### config.mk
export PLATFORM = sky130hd
export DESIGN_NAME = bus_arb_tmo
export DESIGN_NICKNAME = d
export VERILOG_FILES = /design/src/rtl/bat_pkg.sv /design/src/rtl/bat_ctrl_reg.sv /design/src/rtl/bat_prio_sel.sv /design/src/rtl/bat_tmo_mon.sv /design/src/rtl/bus_arb_tmo.sv
export SDC_FILE = /design/constraint.sdc
export NUM_CORES = 1
export LEC_CHECK = 0
export BUFFER_PORTS_ARGS = -buffer_cell sky130_fd_sc_hd__clkbuf_2
export CAP_MARGIN = 5
export CORE_MARGIN = 1.5
export CORE_UTILIZATION = 48
export DETAILED_ROUTE_END_ITERATION = 6
export HOLD_SLACK_MARGIN = 0.05
export MAX_ROUTING_LAYER = met4
export PLACE_DENSITY = 0.81
export SYNTH_ARGS = -nofsm -noshare
export SYNTH_HDL_FRONTEND = slang
export SYNTH_SLANG_ARGS = --single-unit
### constraint.sdc
create_clock -name clk -period 4.8 [get_ports clk]
set_input_delay 0.24 -clock clk [delete_from_list [all_inputs] [get_ports clk]]
set_output_delay 0.24 -clock clk [all_outputs]
set_load 0.01 [all_outputs]
### src/rtl/bat_pkg.sv
package bat_pkg;
  localparam int CTRL_W    = 8;
  localparam int B_TMO_EN  = 7;
  localparam int B_AMASK   = 6;
  localparam int B_MASK0   = 0;

  typedef struct packed {
    logic tmo_en;
    logic amask_en;
    logic mask0;
  } bat_ctrl_t;

  // register image: reserved bits forced to zero
  function automatic logic [CTRL_W-1:0] ctrl_image(input bat_ctrl_t c);
    logic [CTRL_W-1:0] r;
    r = '0;
    r[B_TMO_EN] = c.tmo_en;
    r[B_AMASK]  = c.amask_en;
    r[B_MASK0]  = c.mask0;
    return r;
  endfunction

  // next control value: a hardware mask set outranks the write data
  function automatic bat_ctrl_t ctrl_next(input bat_ctrl_t cur, input logic we,
                                          input logic [CTRL_W-1:0] wd, input logic hw_set);
    bat_ctrl_t n;
    n = cur;
    if (we) begin
      n.tmo_en   = wd[B_TMO_EN];
      n.amask_en = wd[B_AMASK];
      n.mask0    = wd[B_MASK0];
    end
    if (hw_set) n.mask0 = 1'b1;
    return n;
  endfunction
endpackage

### src/rtl/bat_ctrl_reg.sv
module bat_ctrl_reg
  import bat_pkg::*;
(
  input  logic              clk,
  input  logic              frst_n,
  input  logic              cfg_we,
  input  logic [CTRL_W-1:0] cfg_wdata,
  input  logic              hw_mask_set,
  output bat_ctrl_t         ctrl,
  output logic [CTRL_W-1:0] rdata
);
  bat_ctrl_t ctrl_q;

  always_ff @(posedge clk or negedge frst_n) begin
    if (!frst_n) ctrl_q <= '0;
    else         ctrl_q <= ctrl_next(ctrl_q, cfg_we, cfg_wdata, hw_mask_set);
  end

  assign ctrl  = ctrl_q;
  assign rdata = ctrl_image(ctrl_q);

  AST_AUTOMASK_SET: assert property (@(posedge clk) disable iff (!frst_n)
    hw_mask_set |=> ctrl_q.mask0);
  AST_WRITE_LANDS: assert property (@(posedge clk) disable iff (!frst_n)
    (cfg_we && !hw_mask_set) |=> (rdata == {$past(cfg_wdata[7:6]), 5'b0, $past(cfg_wdata[0])}));
endmodule

### src/rtl/bat_prio_sel.sv
module bat_prio_sel #(
  parameter int N_REQ = 4
) (
  input  logic [N_REQ-1:0] req_eff,
  input  logic [N_REQ-1:0] gnt_q,
  input  logic             tmo_evt,
  output logic [N_REQ-1:0] gnt_nxt,
  output logic             gnt_chg
);
  always_comb begin
    gnt_nxt = '0;
    if (tmo_evt) begin
      gnt_nxt = '0;
    end else if (|(req_eff & gnt_q)) begin
      gnt_nxt = gnt_q;
    end else begin
      for (int i = N_REQ - 1; i >= 0; i--) begin
        if (req_eff[i]) begin
          gnt_nxt    = '0;
          gnt_nxt[i] = 1'b1;
        end
      end
    end
  end

  assign gnt_chg = (gnt_nxt != gnt_q);
endmodule

### src/rtl/bat_tmo_mon.sv
module bat_tmo_mon #(
  parameter int TMO_CLKS = 16
) (
  input  logic clk,
  input  logic frst_n,
  input  logic sys_rst_n,
  input  logic tmo_en,
  input  logic bus_idle,
  input  logic frame_act,
  input  logic gnt_held,
  input  logic gnt_chg,
  output logic counting,
  output logic tmo_evt
);
  localparam int CNT_W = (TMO_CLKS > 1) ? $clog2(TMO_CLKS) : 1;
  localparam logic [CNT_W-1:0] LAST = CNT_W'(TMO_CLKS - 1);

  logic [CNT_W-1:0] cnt_q;

  assign counting = bus_idle && gnt_held && !frame_act;
  assign tmo_evt  = tmo_en && counting && (cnt_q == LAST);

  always_ff @(posedge clk or negedge frst_n) begin
    if (!frst_n)                   cnt_q <= '0;
    else if (!sys_rst_n)           cnt_q <= '0;
    else if (gnt_chg || !counting) cnt_q <= '0;
    else if (cnt_q != LAST)        cnt_q <= cnt_q + 1'b1;
  end

  AST_WINDOW_FULL: assert property (@(posedge clk) disable iff (!frst_n || !sys_rst_n)
    tmo_evt |-> $past(counting));
endmodule

### src/rtl/bus_arb_tmo.sv
module bus_arb_tmo
  import bat_pkg::*;
#(
  parameter int N_REQ    = 4,
  parameter int TMO_CLKS = 16
) (
  input  logic              clk,
  input  logic              rst_a_n,
  input  logic              rst_b_n,
  input  logic              sys_rst_n,
  input  logic              cfg_we,
  input  logic [CTRL_W-1:0] cfg_wdata,
  output logic [CTRL_W-1:0] cfg_rdata,
  input  logic [N_REQ-1:0]  req,
  input  logic              bus_idle,
  input  logic              frame_act,
  output logic [N_REQ-1:0]  gnt,
  output logic              tmo_pulse
);
  logic             frst_n;
  bat_ctrl_t        ctrl;
  logic [N_REQ-1:0] req_eff, gnt_q, gnt_nxt;
  logic             gnt_chg, tmo_evt, counting, hw_mask_set, pulse_q;

  assign frst_n = rst_a_n & rst_b_n;

  always_comb begin
    req_eff    = req;
    req_eff[0] = req[0] & ~ctrl.mask0;
  end

  assign hw_mask_set = tmo_evt && ctrl.amask_en && gnt_q[0];

  bat_ctrl_reg u_reg (
    .clk        (clk),
    .frst_n     (frst_n),
    .cfg_we     (cfg_we),
    .cfg_wdata  (cfg_wdata),
    .hw_mask_set(hw_mask_set),
    .ctrl       (ctrl),
    .rdata      (cfg_rdata)
  );

  bat_prio_sel #(.N_REQ(N_REQ)) u_sel (
    .req_eff(req_eff),
    .gnt_q  (gnt_q),
    .tmo_evt(tmo_evt),
    .gnt_nxt(gnt_nxt),
    .gnt_chg(gnt_chg)
  );

  bat_tmo_mon #(.TMO_CLKS(TMO_CLKS)) u_mon (
    .clk      (clk),
    .frst_n   (frst_n),
    .sys_rst_n(sys_rst_n),
    .tmo_en   (ctrl.tmo_en),
    .bus_idle (bus_idle),
    .frame_act(frame_act),
    .gnt_held (|gnt_q),
    .gnt_chg  (gnt_chg),
    .counting (counting),
    .tmo_evt  (tmo_evt)
  );

  always_ff @(posedge clk or negedge frst_n) begin
    if (!frst_n) begin
      gnt_q   <= '0;
      pulse_q <= 1'b0;
    end else if (!sys_rst_n) begin
      gnt_q   <= '0;
      pulse_q <= 1'b0;
    end else begin
      gnt_q   <= gnt_nxt;
      pulse_q <= tmo_evt;
    end
  end

  assign gnt       = gnt_q;
  assign tmo_pulse = pulse_q;

  AST_GNT_ONEHOT: assert property (@(posedge clk) disable iff (!frst_n)
    $onehot0(gnt_q));
  AST_MASK_BLOCKS: assert property (@(posedge clk) disable iff (!frst_n)
    ctrl.mask0 |=> !gnt_q[0]);
  AST_PULSE_NEEDS_EN: assert property (@(posedge clk) disable iff (!frst_n)
    tmo_pulse |-> $past(ctrl.tmo_en));
  AST_TMO_DROPS_GNT: assert property (@(posedge clk) disable iff (!frst_n || !sys_rst_n)
    tmo_evt |=> (gnt_q == '0) && tmo_pulse);
  AST_PULSE_SINGLE: assert property (@(posedge clk) disable iff (!frst_n)
    tmo_pulse |=> !tmo_pulse);
  AST_RSVD_ZERO: assert property (@(posedge clk) disable iff (!frst_n)
    $past(cfg_we) |-> (cfg_rdata[5:1] == 5'b0));
endmodule

==> key figures, run 1 <==
STA
  – Final clock skew: 4.83 ps
  – RSZ-0062 raised after global routing: false
  – Max Freq: 548 MHz
  – Final setup fails: 0
  – Slew Viols, Final: 0
  – Final Critical Period: 1830 ps
  – Worst-Margin Slew: 684 ps
  – Final period util: 38.0%
  – Rel. slew slack: between 50 and 60%
  – Setup TNS: 0 ps
  – Final hold vios: 0

Floorplanning
  – Die Span Y: slightly above 40 um
  – FP Rows: 13
  – Die X: just over 40 um
  – Core Region: 1330 um^2
  – Io pins: 32
  – Die area: 1690 um^2
  – Starting Density: between 50% and 60%

Clocking
  – Worst-Skew Late Latency: approximately 270 ps
  – CTS Buf Count: 3
  – Clock Path Buffers: 2
  – H-tree Lvls: 1
  – Clock Pin Slew Worst Setup and Hold Paths: 80 ps
  – Post-CTS Setup Inserts: 0
  – CTS tree: built
  – CTS Sinks: 12
  – Root Driver: clkbuf_4

Worst setup path
  – Arrival time worst endpoint: just under 2000 ps
  – Reg-to-Reg Start: gnt[1]
  – FF-to-FF path depth: 4
  – Worst Setup SP: gnt[1]
  – Crit start category: flip-flop
  – Crit Path Class: reg -> reg
  – CP max stage delay: 660 ps
  – Cells along the critical path: a222oi_1, o311ai_1, a21oi_2, nor3_1
  – Top delay family on crit path: compound AO/OA/AOI/OAI gates
  – R2R Setup Slk: 2970 ps
  – Crit end category: flip-flop
  – CP max FO: 6
  – CP bufs+invs: 0
  – Slowest CP cell: a222oi_1
  – Reg-to-Reg End: u_mon.cnt_q[1]
  – CP Data Required Time: around 5000 ps

Min path
  – Hold Path Class: in -> async

Yosys
  – Avg Cell Area, Syn: 9.80 um^2
  – Post-synthesis sequential area ratio: 43.2%
  – Top_reg_cell synth: dfrtp_1
  – EDFF count, synth: 0
  – Netlist cell types: 30
  – Synth Area in Adders: 1.80%
  – Largest family of logic cells by synthesized area: simple AND/OR/NAND/NOR gates
  – Ys Warns: 0
  – Cell area after synthesis: a little under 700 um^2
  – Compound-Gate Fraction of Synth Area: 13.3%
  – Simple-gate share of the synthesized area: 22.7%
  – Seq cells post-synth: 12
  – Post-synthesis mux area share: 9.17%
  – Synth async-reset ratio: between 90% and 100%
  – Post-synthesis cell count: 71
  – XOR/XNOR share of the synthesized area: around 1.3%

Placement
  – Dpl cells: 105
  – Hpwl dp: ~1.1 mm
  – Port Buffer Count: 21
  – Gpl congestion: 0.729

Layout
  – Layout Nets: 116
  – Number of antenna cells inserted: 0
  – Finished Layout Cells: between 100 and 150
  – Area grow syn2layout: 20.1%
  – End-of-flow core utilization: 62.7%
  – Share of layout cells above drive strength 1: about a third

Global routing
  – Global Route Usage Sum: 22.0%
  – Global-route wire length before repair: about 2.3 mm
  – Vias in the first global route: around 550
  – Initial antenna violation count: 0
  – Grt total ovfl: 0
  – Largest net degree at the start of global routing: 13

Drt
  – DRT iter0 DRCs: 13
  – Wire per inst: 13.1 um
  – Vias: approximately 600
  – Vias per cell: 5.51
  – Total Wirelength: 1.44 mm
  – Routed Antenna Nets: 0
  – # DRC: 0
  – Pre-antenna DRT Iters: 4

Run
  – Max cap viols: 0

Power
  – Pleak: 0.425 nW
  – PD cells: 278 nW/um^2
  – VDD IR-drop max: 0.201 mV

Run status
  – Status: complete, no violations
-- cells by family (layout without fill, tap and decap cells) --
group                      count (synthesis)  in the layout
AOI/OAI and AO/OA                         12             12
xor gates and xnor gates                   1              1
adders and majority gates                  1              1
buffers and inverters                      9             29
DFF                                       12             12
muxes                                      6              6
other                                      1              5
and+or+nand+nor                           29             29
-- area by class of cell --
cell class	instances	area [um^2]
fillers	124	498
multi-input cells	54	354
flip-flops and latches	12	300
repair buffers	22	115
clock buffers	4	36.3
well taps	15	18.8
inverters	3	11.3
-- worst max-delay path by stage --
stage / end / slack (ps) / depth (start not counted)
after floorplan: u_mon.cnt_q[0] / 3140 / 4
after global placement: u_mon.cnt_q[1] / 3010 / 4
after detailed placement: u_mon.cnt_q[3] / 2980 / 4
after CTS: u_mon.cnt_q[3] / 2970 / 4
after global routing: u_mon.cnt_q[2] / 2820 / 4
final: u_mon.cnt_q[1] / 2970 / 4
-- where the power goes --
| part | leakage [nW] | internal (mW) | total (mW) | switching [mW] |
|---|---|---|---|---|
| logic | 0.244 | 0.0183 | 0.0402 | 0.0220 |
| clock network | 0.0210 | 0.0461 | 0.0800 | 0.0340 |
| registers | 0.160 | 0.106 | 0.112 | 0.00628 |
-- worst register-to-register path, stage by stage, from the launching register on --
cell	delay, ps
dfrtp_1	440
a222oi_1	660
o311ai_1	250
a21oi_2	270
nor3_1	80
-- per-stage QoR --
stage	setup WS, ps	power (mW)	cell area (um^2)	hold WS (ps)
final	2970	0.232	836	45.5
after global routing	2820	0.244	836	86.0
after CTS	2970	0.233	836	57.9
after detailed placement	2980	0.153	790	338
after global placement	3010	0.152	790	340
after floorplan	3140	0.141	711	192
-- cell usage in the layout (no fill, tap or decap), drive strengths merged --
cell type / count
a211oi: 1
a21oi: 1
a222oi: 1
a22oi: 1
a311oi: 1
a32oi: 2
and2: 1
and4b: 1
clkbuf: 25
conb: 5
dfrtp: 12
dlygate4sd3: 1
ha: 1
inv: 3
mux2: 3
mux2i: 3
nand2: 3
nand2b: 1
nand3: 2
nand3b: 3
nand4: 1
nand4bb: 1
nor2: 9
nor2b: 1
nor3: 4
o21ai: 3
o221ai: 1
o311ai: 1
or2: 1
or4: 1
xnor2: 1
-- what timing repair did --
action / CTS / global route
hold buffers: 1 / 0
resized for setup: 0 / 0
endpoints found under the hold margin: 12 / 0
endpoints found under the setup margin: 0 / 0
-- cells in the mapped netlist, types with 2 or more instances --
cell type	count	area share, %
nand2_1	3	1.6
inv_1	3	1.6
nand3_1	2	1.4
nand3b_1	3	3.2
mux2_2	3	4.9
a32oi_1	2	2.5
mux2i_1	3	4.3
dfrtp_1	12	43
buf_4	6	6.5
o21ai_0	3	2.2
nor2_1	9	4.9
nor3_1	4	2.9
-- metal layers --
| metal | wire, um | vias to the layer above | share of wire, % | global-route usage [%] |
|---|---|---|---|---|
| met3 | 66 | 2 | 4.6 | 4.89 |
| met1 | 656 | 283 | 45 | 26.8 |
| met5 | 0 | - | 0 | - |
| li1 | - | 301 | - | - |
| met4 | 16 | 0 | 1.1 | 11.7 |
| met2 | 704 | 20 | 49 | 33.6 |
-- flip-flops by register name, summed over array words and instances (netlist names) --
signal	count
u_reg.ctrl	3
gnt	4
tmo_pulse	1
u_mon.cnt_q	4
Power figures use the tool's default switching activity.
==> run 2: changes to the inputs <==
--- a/config.mk
+++ b/config.mk
@@ -8,11 +8,11 @@
 export BUFFER_PORTS_ARGS = -buffer_cell sky130_fd_sc_hd__clkbuf_2
 export CAP_MARGIN = 5
 export CORE_MARGIN = 1.5
-export CORE_UTILIZATION = 48
+export CORE_UTILIZATION = 40
 export DETAILED_ROUTE_END_ITERATION = 6
 export HOLD_SLACK_MARGIN = 0.05
 export MAX_ROUTING_LAYER = met4
-export PLACE_DENSITY = 0.81
+export PLACE_DENSITY = 0.72
 export SYNTH_ARGS = -nofsm -noshare
 export SYNTH_HDL_FRONTEND = slang
 export SYNTH_SLANG_ARGS = --single-unit
==> constraint.sdc (replaced) <==
create_clock -name clk -period 1.5 [get_ports clk]
set_input_delay 0.075 -clock clk [delete_from_list [all_inputs] [get_ports clk]]
set_output_delay 0.075 -clock clk [all_outputs]
set_load 0.01 [all_outputs]
==> key figures, run 2 (same netlist as run 1, synthesis figures left out) <==
STA
  – Post-route setup slack: -15.1 ps
  – Final clock skew: 1.60 ps
  – Max Freq: 660 MHz
  – Final hold vios: 0
  – Final setup fails: 3
  – Final period util: 101%
  – Rel. slew slack: roughly 63%
  – Worst-Margin Slew: 555 ps
  – RSZ-0062 raised after global routing: true
  – Slew Viols, Final: 0
  – Final Critical Period: 1520 ps

Worst setup path
  – Crit start category: flip-flop
  – Crit end category: flip-flop
  – Cells along the critical path: or4_4, and4b_1, o221ai_4, nor3_2
  – Reg-to-Reg Start: gnt[0]
  – FF-to-FF path depth: 4
  – CP max stage delay: 560 ps
  – CP Data Required Time: 1660 ps
  – R2R Setup Slk: -20 ps
  – Arrival time worst endpoint: between 1500 and 2000 ps
  – Worst Setup SP: gnt[0]
  – Slowest CP cell: or4_4
  – Crit Path Class: reg -> reg
  – CP Capture Point: u_mon.cnt_q[3]
  – CP max FO: 4
  – Reg-to-Reg End: u_mon.cnt_q[3]

Layout
  – Most frequent cells in the layout: clkbuf_2 (21), dfrtp_1 (12), buf_4 (10), nor2_1 (9), dlygate4sd3_1 (6)
  – Final instance area: 1040 um^2
  – Number of antenna cells inserted: 0
  – Layout Nets: 131
  – Share of layout cells above drive strength 1: 44.5%
  – Fill count: 142
  – Area grow syn2layout: 49.1%
  – Finished Layout Cells: 126
  – Commonest non-fill, non-tap cell in the layout: clkbuf_2

Drt
  – # DRC: 1
  – DRT iter0 DRCs: 30
  – Pre-antenna DRT Iters: 6
  – Routed Antenna Nets: 0
  – Met1 Wirelength: 720 um
  – Vias per cell: 5.38
  – Total Wirelength: 1.73 mm
  – WL met3: 101 um
  – Met2 wire length: 895 um
  – Wire per inst: between 10 and 15 um
  – Vias: roughly 680
  – DR top layer: met4

Clocking
  – CTS Sinks: 12
  – H-tree Lvls: 1
  – CTS tree: built
  – Clock Pin Slew Worst Setup and Hold Paths: 80 ps
  – Root Driver: clkbuf_4
  – Clock Path Buffers: 2
  – Worst-Skew Late Latency: 270 ps
  – CTS Buf Count: 3

Power
  – Clock share of power: 32.1%
  – PD cells: a little under 800 nW/um^2
  – Pleak: 0.513 nW
  – Pint: 0.579 mW
  – VDD IR-drop max: 0.480 mV
  – Switch share: 27.8%
  – Sequential fraction of design power: between 40% and 50%
  – Gate power share: 24.0%
  – Power, Total: 0.802 mW
  – Switching power: 0.223 mW

Global routing
  – Largest net degree at the start of global routing: 13
  – Initial antenna violation count: 0
  – Global-route wire length before repair: 2.73 mm
  – Global Route Usage Sum: 20.0%
  – Grt total ovfl: 0
  – Vias in the first global route: about 610

Floorplanning
  – Die area: 2000 um^2
  – FP Rows: 14
  – Die X: between 40 and 50 um
  – Starting Density: 44.6%
  – Io pins: 32
  – Die Span Y: 44.7 um
  – Core Region: 1560 um^2

Run
  – Max cap viols: 0

Placement
  – Port Buffer Count: 21
  – Setup WS pre-CTS: -16.1 ps
  – Hpwl dp: 1.17 mm
  – Placed Area: 851 um^2
  – Gpl congestion: 0.802
  – Dpl cells: 114

Min path
  – Hold Path Class: in -> reg

Run status
  – Status: finished with violations
  – Failing checks: design-rule violations, negative setup slack
## run 2: final cells by class
class                           count  area, um^2  share of cell area (%)
Sequential cell                    12         300                    29.0
Multi-Input combinational cell     54         429                    41.4
Clock buffer                        4        36.3                    3.50
Timing Repair Buffer               37         240                    23.2
Tap cell                           16        20.0                    1.93
Inverter                            3        11.3                    1.09
## run 2: worst max-delay path, delay by kind of cell (launching register included)
kind             cells  cell delay [ps]
flip-flops           1              410
AND/OR/NAND/NOR      3              870
AO/OA/AOI/OAI        1              110
## run 2: timing repair
action | CTS | global route
pin swaps | 2 | 8
resized for setup | 4 | 7
endpoints found under the setup margin | 8 | 6
hold buffers | 6 | 0
setup buffers | 0 | 2
hold endpoints to repair | 16 | 0
## run 2: how the worst min path moves through the flow
stage	end	start	slack [ps]	cells past startpoint
finish	u_reg.ctrl[1]	cfg_we	110	2
global route	u_reg.ctrl[1]	cfg_we	100	2
CTS	tmo_pulse	bus_idle	90	3
detailed placement	gnt[0]	rst_b_n	180	2
global placement	gnt[0]	rst_b_n	170	2
floorplan	gnt[0]	rst_b_n	30	1
## run 2: power groups by stage
stage / clock, mW / combinational, mW / sequential (mW)
2_1_floorplan: 0 / 0.0859 / 0.365
3_3_place_gp: 0 / 0.145 / 0.358
3_5_place_dp: 0 / 0.148 / 0.358
4_1_cts: 0.266 / 0.172 / 0.352
5_1_grt: 0.284 / 0.211 / 0.355
6_report: 0.257 / 0.193 / 0.352
## run 2: per-stage QoR
stage / hold WS, ps / utilization, % / TNS, ps
6_report: 105 / 66.5 / -18.0
4_1_cts: 94.6 / 62.6 / 0
5_1_grt: 100 / 66.5 / -177
2_1_floorplan: 27.1 / - / -544
3_3_place_gp: 169 / 54.6 / 0
3_5_place_dp: 183 / 54.6 / -70.1
## run 2: metal layers
metal | vias to the layer above | GRT usage, %
met5 | - | -
met4 | 0 | 10.9
met3 | 2 | 5.20
met2 | 25 | 33.3
met1 | 322 | 21.6
li1 | 329 | -
==> run 3: changes to the inputs <==
--- a/config.mk
+++ b/config.mk
@@ -7,7 +7,6 @@
 export LEC_CHECK = 0
 export BUFFER_PORTS_ARGS = -buffer_cell sky130_fd_sc_hd__clkbuf_2
 export CAP_MARGIN = 5
-export CORE_MARGIN = 1.5
 export CORE_UTILIZATION = 40
 export DETAILED_ROUTE_END_ITERATION = 6
 export HOLD_SLACK_MARGIN = 0.05
==> constraint.sdc (replaced) <==
create_clock -name clk -period 1.5 [get_ports clk]
set_input_delay 0.225 -clock clk [delete_from_list [all_inputs] [get_ports clk]]
set_output_delay 0.225 -clock clk [all_outputs]
set_load 0.01 [all_outputs]
==> key figures, run 3 (same netlist as run 1, synthesis figures left out) <==
STA
  – Final clock skew: 1.71 ps
  – Final Critical Period: 1500 ps
  – Final setup fails: 0
  – RSZ-0062 raised after global routing: true
  – Hold slack: 182 ps
  – Worst-Margin Slew: 547 ps
  – Rel. slew slack: 63.5%
  – Slew Viols, Final: 0
  – Final period util: 99.9%
  – Max Freq: 667 MHz
  – Final hold vios: 0

Clocking
  – Clock Path Buffers: 2
  – CTS Buf Count: 3
  – CTS Sinks: 12
  – Clock Pin Slew Worst Setup and Hold Paths: around 80 ps
  – CTS tree: built
  – H-tree Lvls: 1
  – Worst-Skew Late Latency: 270 ps
  – Root Driver: clkbuf_4

Global routing
  – Global Route Usage Sum: 18.6%
  – Grt total ovfl: 0
  – Routing usage on met2: 31.0%
  – Global route hottest layer: met2
  – Largest net degree at the start of global routing: 13
  – Vias in the first global route: 597
  – GR Layer Usage met3: 2.50%
  – Initial antenna violation count: 0
  – GR Util met1: 21.8%
  – Global-route wire length before repair: 2.52 mm

Layout
  – Number of antenna cells inserted: 0
  – End-of-flow core utilization: between 60% and 70%
  – Layout Nets: approximately 130
  – Most frequent cells in the layout: clkbuf_2 (21), dfrtp_1 (12), buf_4 (10), nor2_1 (9), conb_1 (5)
  – Final instance area: 1030 um^2
  – Commonest non-fill, non-tap cell in the layout: clkbuf_2
  – Share of layout cells above drive strength 1: 48.1%
  – Area grow syn2layout: 48.4%

Floorplanning
  – Starting Density: 44.6%
  – FP Rows: 14
  – Io pins: 32
  – Die Span Y: ~44 um
  – Core Region: approximately 1600 um^2
  – Die X: ~44 um
  – Die area: 1910 um^2

Drt
  – # DRC: 1
  – Wire per inst: 12.7 um
  – DRT iter0 DRCs: 12
  – Routed Antenna Nets: 0
  – Vias per cell: 5.40
  – Vias: 669
  – Pre-antenna DRT Iters: 7
  – Total Wirelength: approximately 1.6 mm

Placement
  – Gpl congestion: 0.835
  – Placed Area: roughly 860 um^2
  – Port Buffer Count: 21
  – Hpwl dp: roughly 1.1 mm

Run status
  – Status: finished with violations
  – Failing checks: design-rule violations

Worst setup path
  – FF-to-FF path depth: 5
  – CP max FO: 4
  – Crit start category: flip-flop
  – Arrival time worst endpoint: 1650 ps
  – CP Data Required Time: 1650 ps
  – Crit Path Class: reg -> reg
  – Crit end category: flip-flop

Power
  – Pleak: 0.506 nW
  – PD cells: roughly 800 nW/um^2
  – VDD IR-drop max: 0.632 mV

Min path
  – Hold path cells: 3
  – Hold Path Class: in -> reg

Run
  – Max cap viols: 0
==> run 3: cell count changes in the layout (fill, tap and decap cells not counted) <==
cell,before,now
buf_6,0,2
dlygate4sd3_1,6,2
nand2_1,2,1
nand2_2,1,2
o311ai_2,1,0
o311ai_4,0,1
==> run 3: area by class of cell <==
class	count	area, um^2
repair buffers	35	223
clock buffers	4	36.3
inverters	3	11.3
flip-flops and latches	12	300
well taps	16	20.0
fillers	130	527
multi-input cells	54	442
==> run 3: critical path, cell delays in order (launching register included) <==
cell and delay (ps):
dfrtp_1 400, a222oi_1 340, buf_4 200, o311ai_4 110, a21oi_4 250, nor3_2 70
==> run 3: repair_timing <==
action | CTS | global route
setup buffers | 1 | 2
hold endpoints to repair | 12 | 0
gates resized for setup | 1 | 14
setup endpoints to repair | 7 | 9
pin swaps | 1 | 9
hold buffers | 2 | 0
==> run 3: per-stage QoR <==
| step | cells | power, mW | setup slack (ps) | setup TNS (ps) |
|---|---|---|---|---|
| final | 124 | 0.803 | 1.21 | 0 |
| after global routing | 124 | 0.849 | -63.5 | -257 |
| after CTS | 122 | 0.776 | 7.00 | 0 |
| after detailed placement | 115 | 0.508 | -8.86 | -29.5 |
| after global placement | 115 | 0.505 | -0.127 | -0.127 |
| after floorplan | 75 | 0.451 | -136 | -544 |
==> run 3: metal layers <==
| layer | wire [um] | vias to the layer above |
|---|---|---|
| li1 | - | 324 |
| met1 | 690 | 324 |
| met2 | 811 | 19 |
| met3 | 58 | 2 |
| met4 | 13 | 0 |
| met5 | 0 | - |
==> run 3: where the power goes <==
group,switching [mW],internal (mW)
Clock,0.109,0.147
Combinational,0.101,0.0939
Sequential,0.0134,0.339
==> run 3: worst paths after layout <==
kind,startpoint,to,slack [ps]
setup / recovery,gnt[1],u_mon.cnt_q[2],1
hold / removal,sys_rst_n,tmo_pulse,180
setup reg to reg,gnt[1],u_mon.cnt_q[2],1
hold reg to reg,u_reg.ctrl[1],u_reg.ctrl[1],540
max in group asynchronous,rst_a_n,gnt[2],570
min in group asynchronous,rst_b_n,u_reg.ctrl[0],560
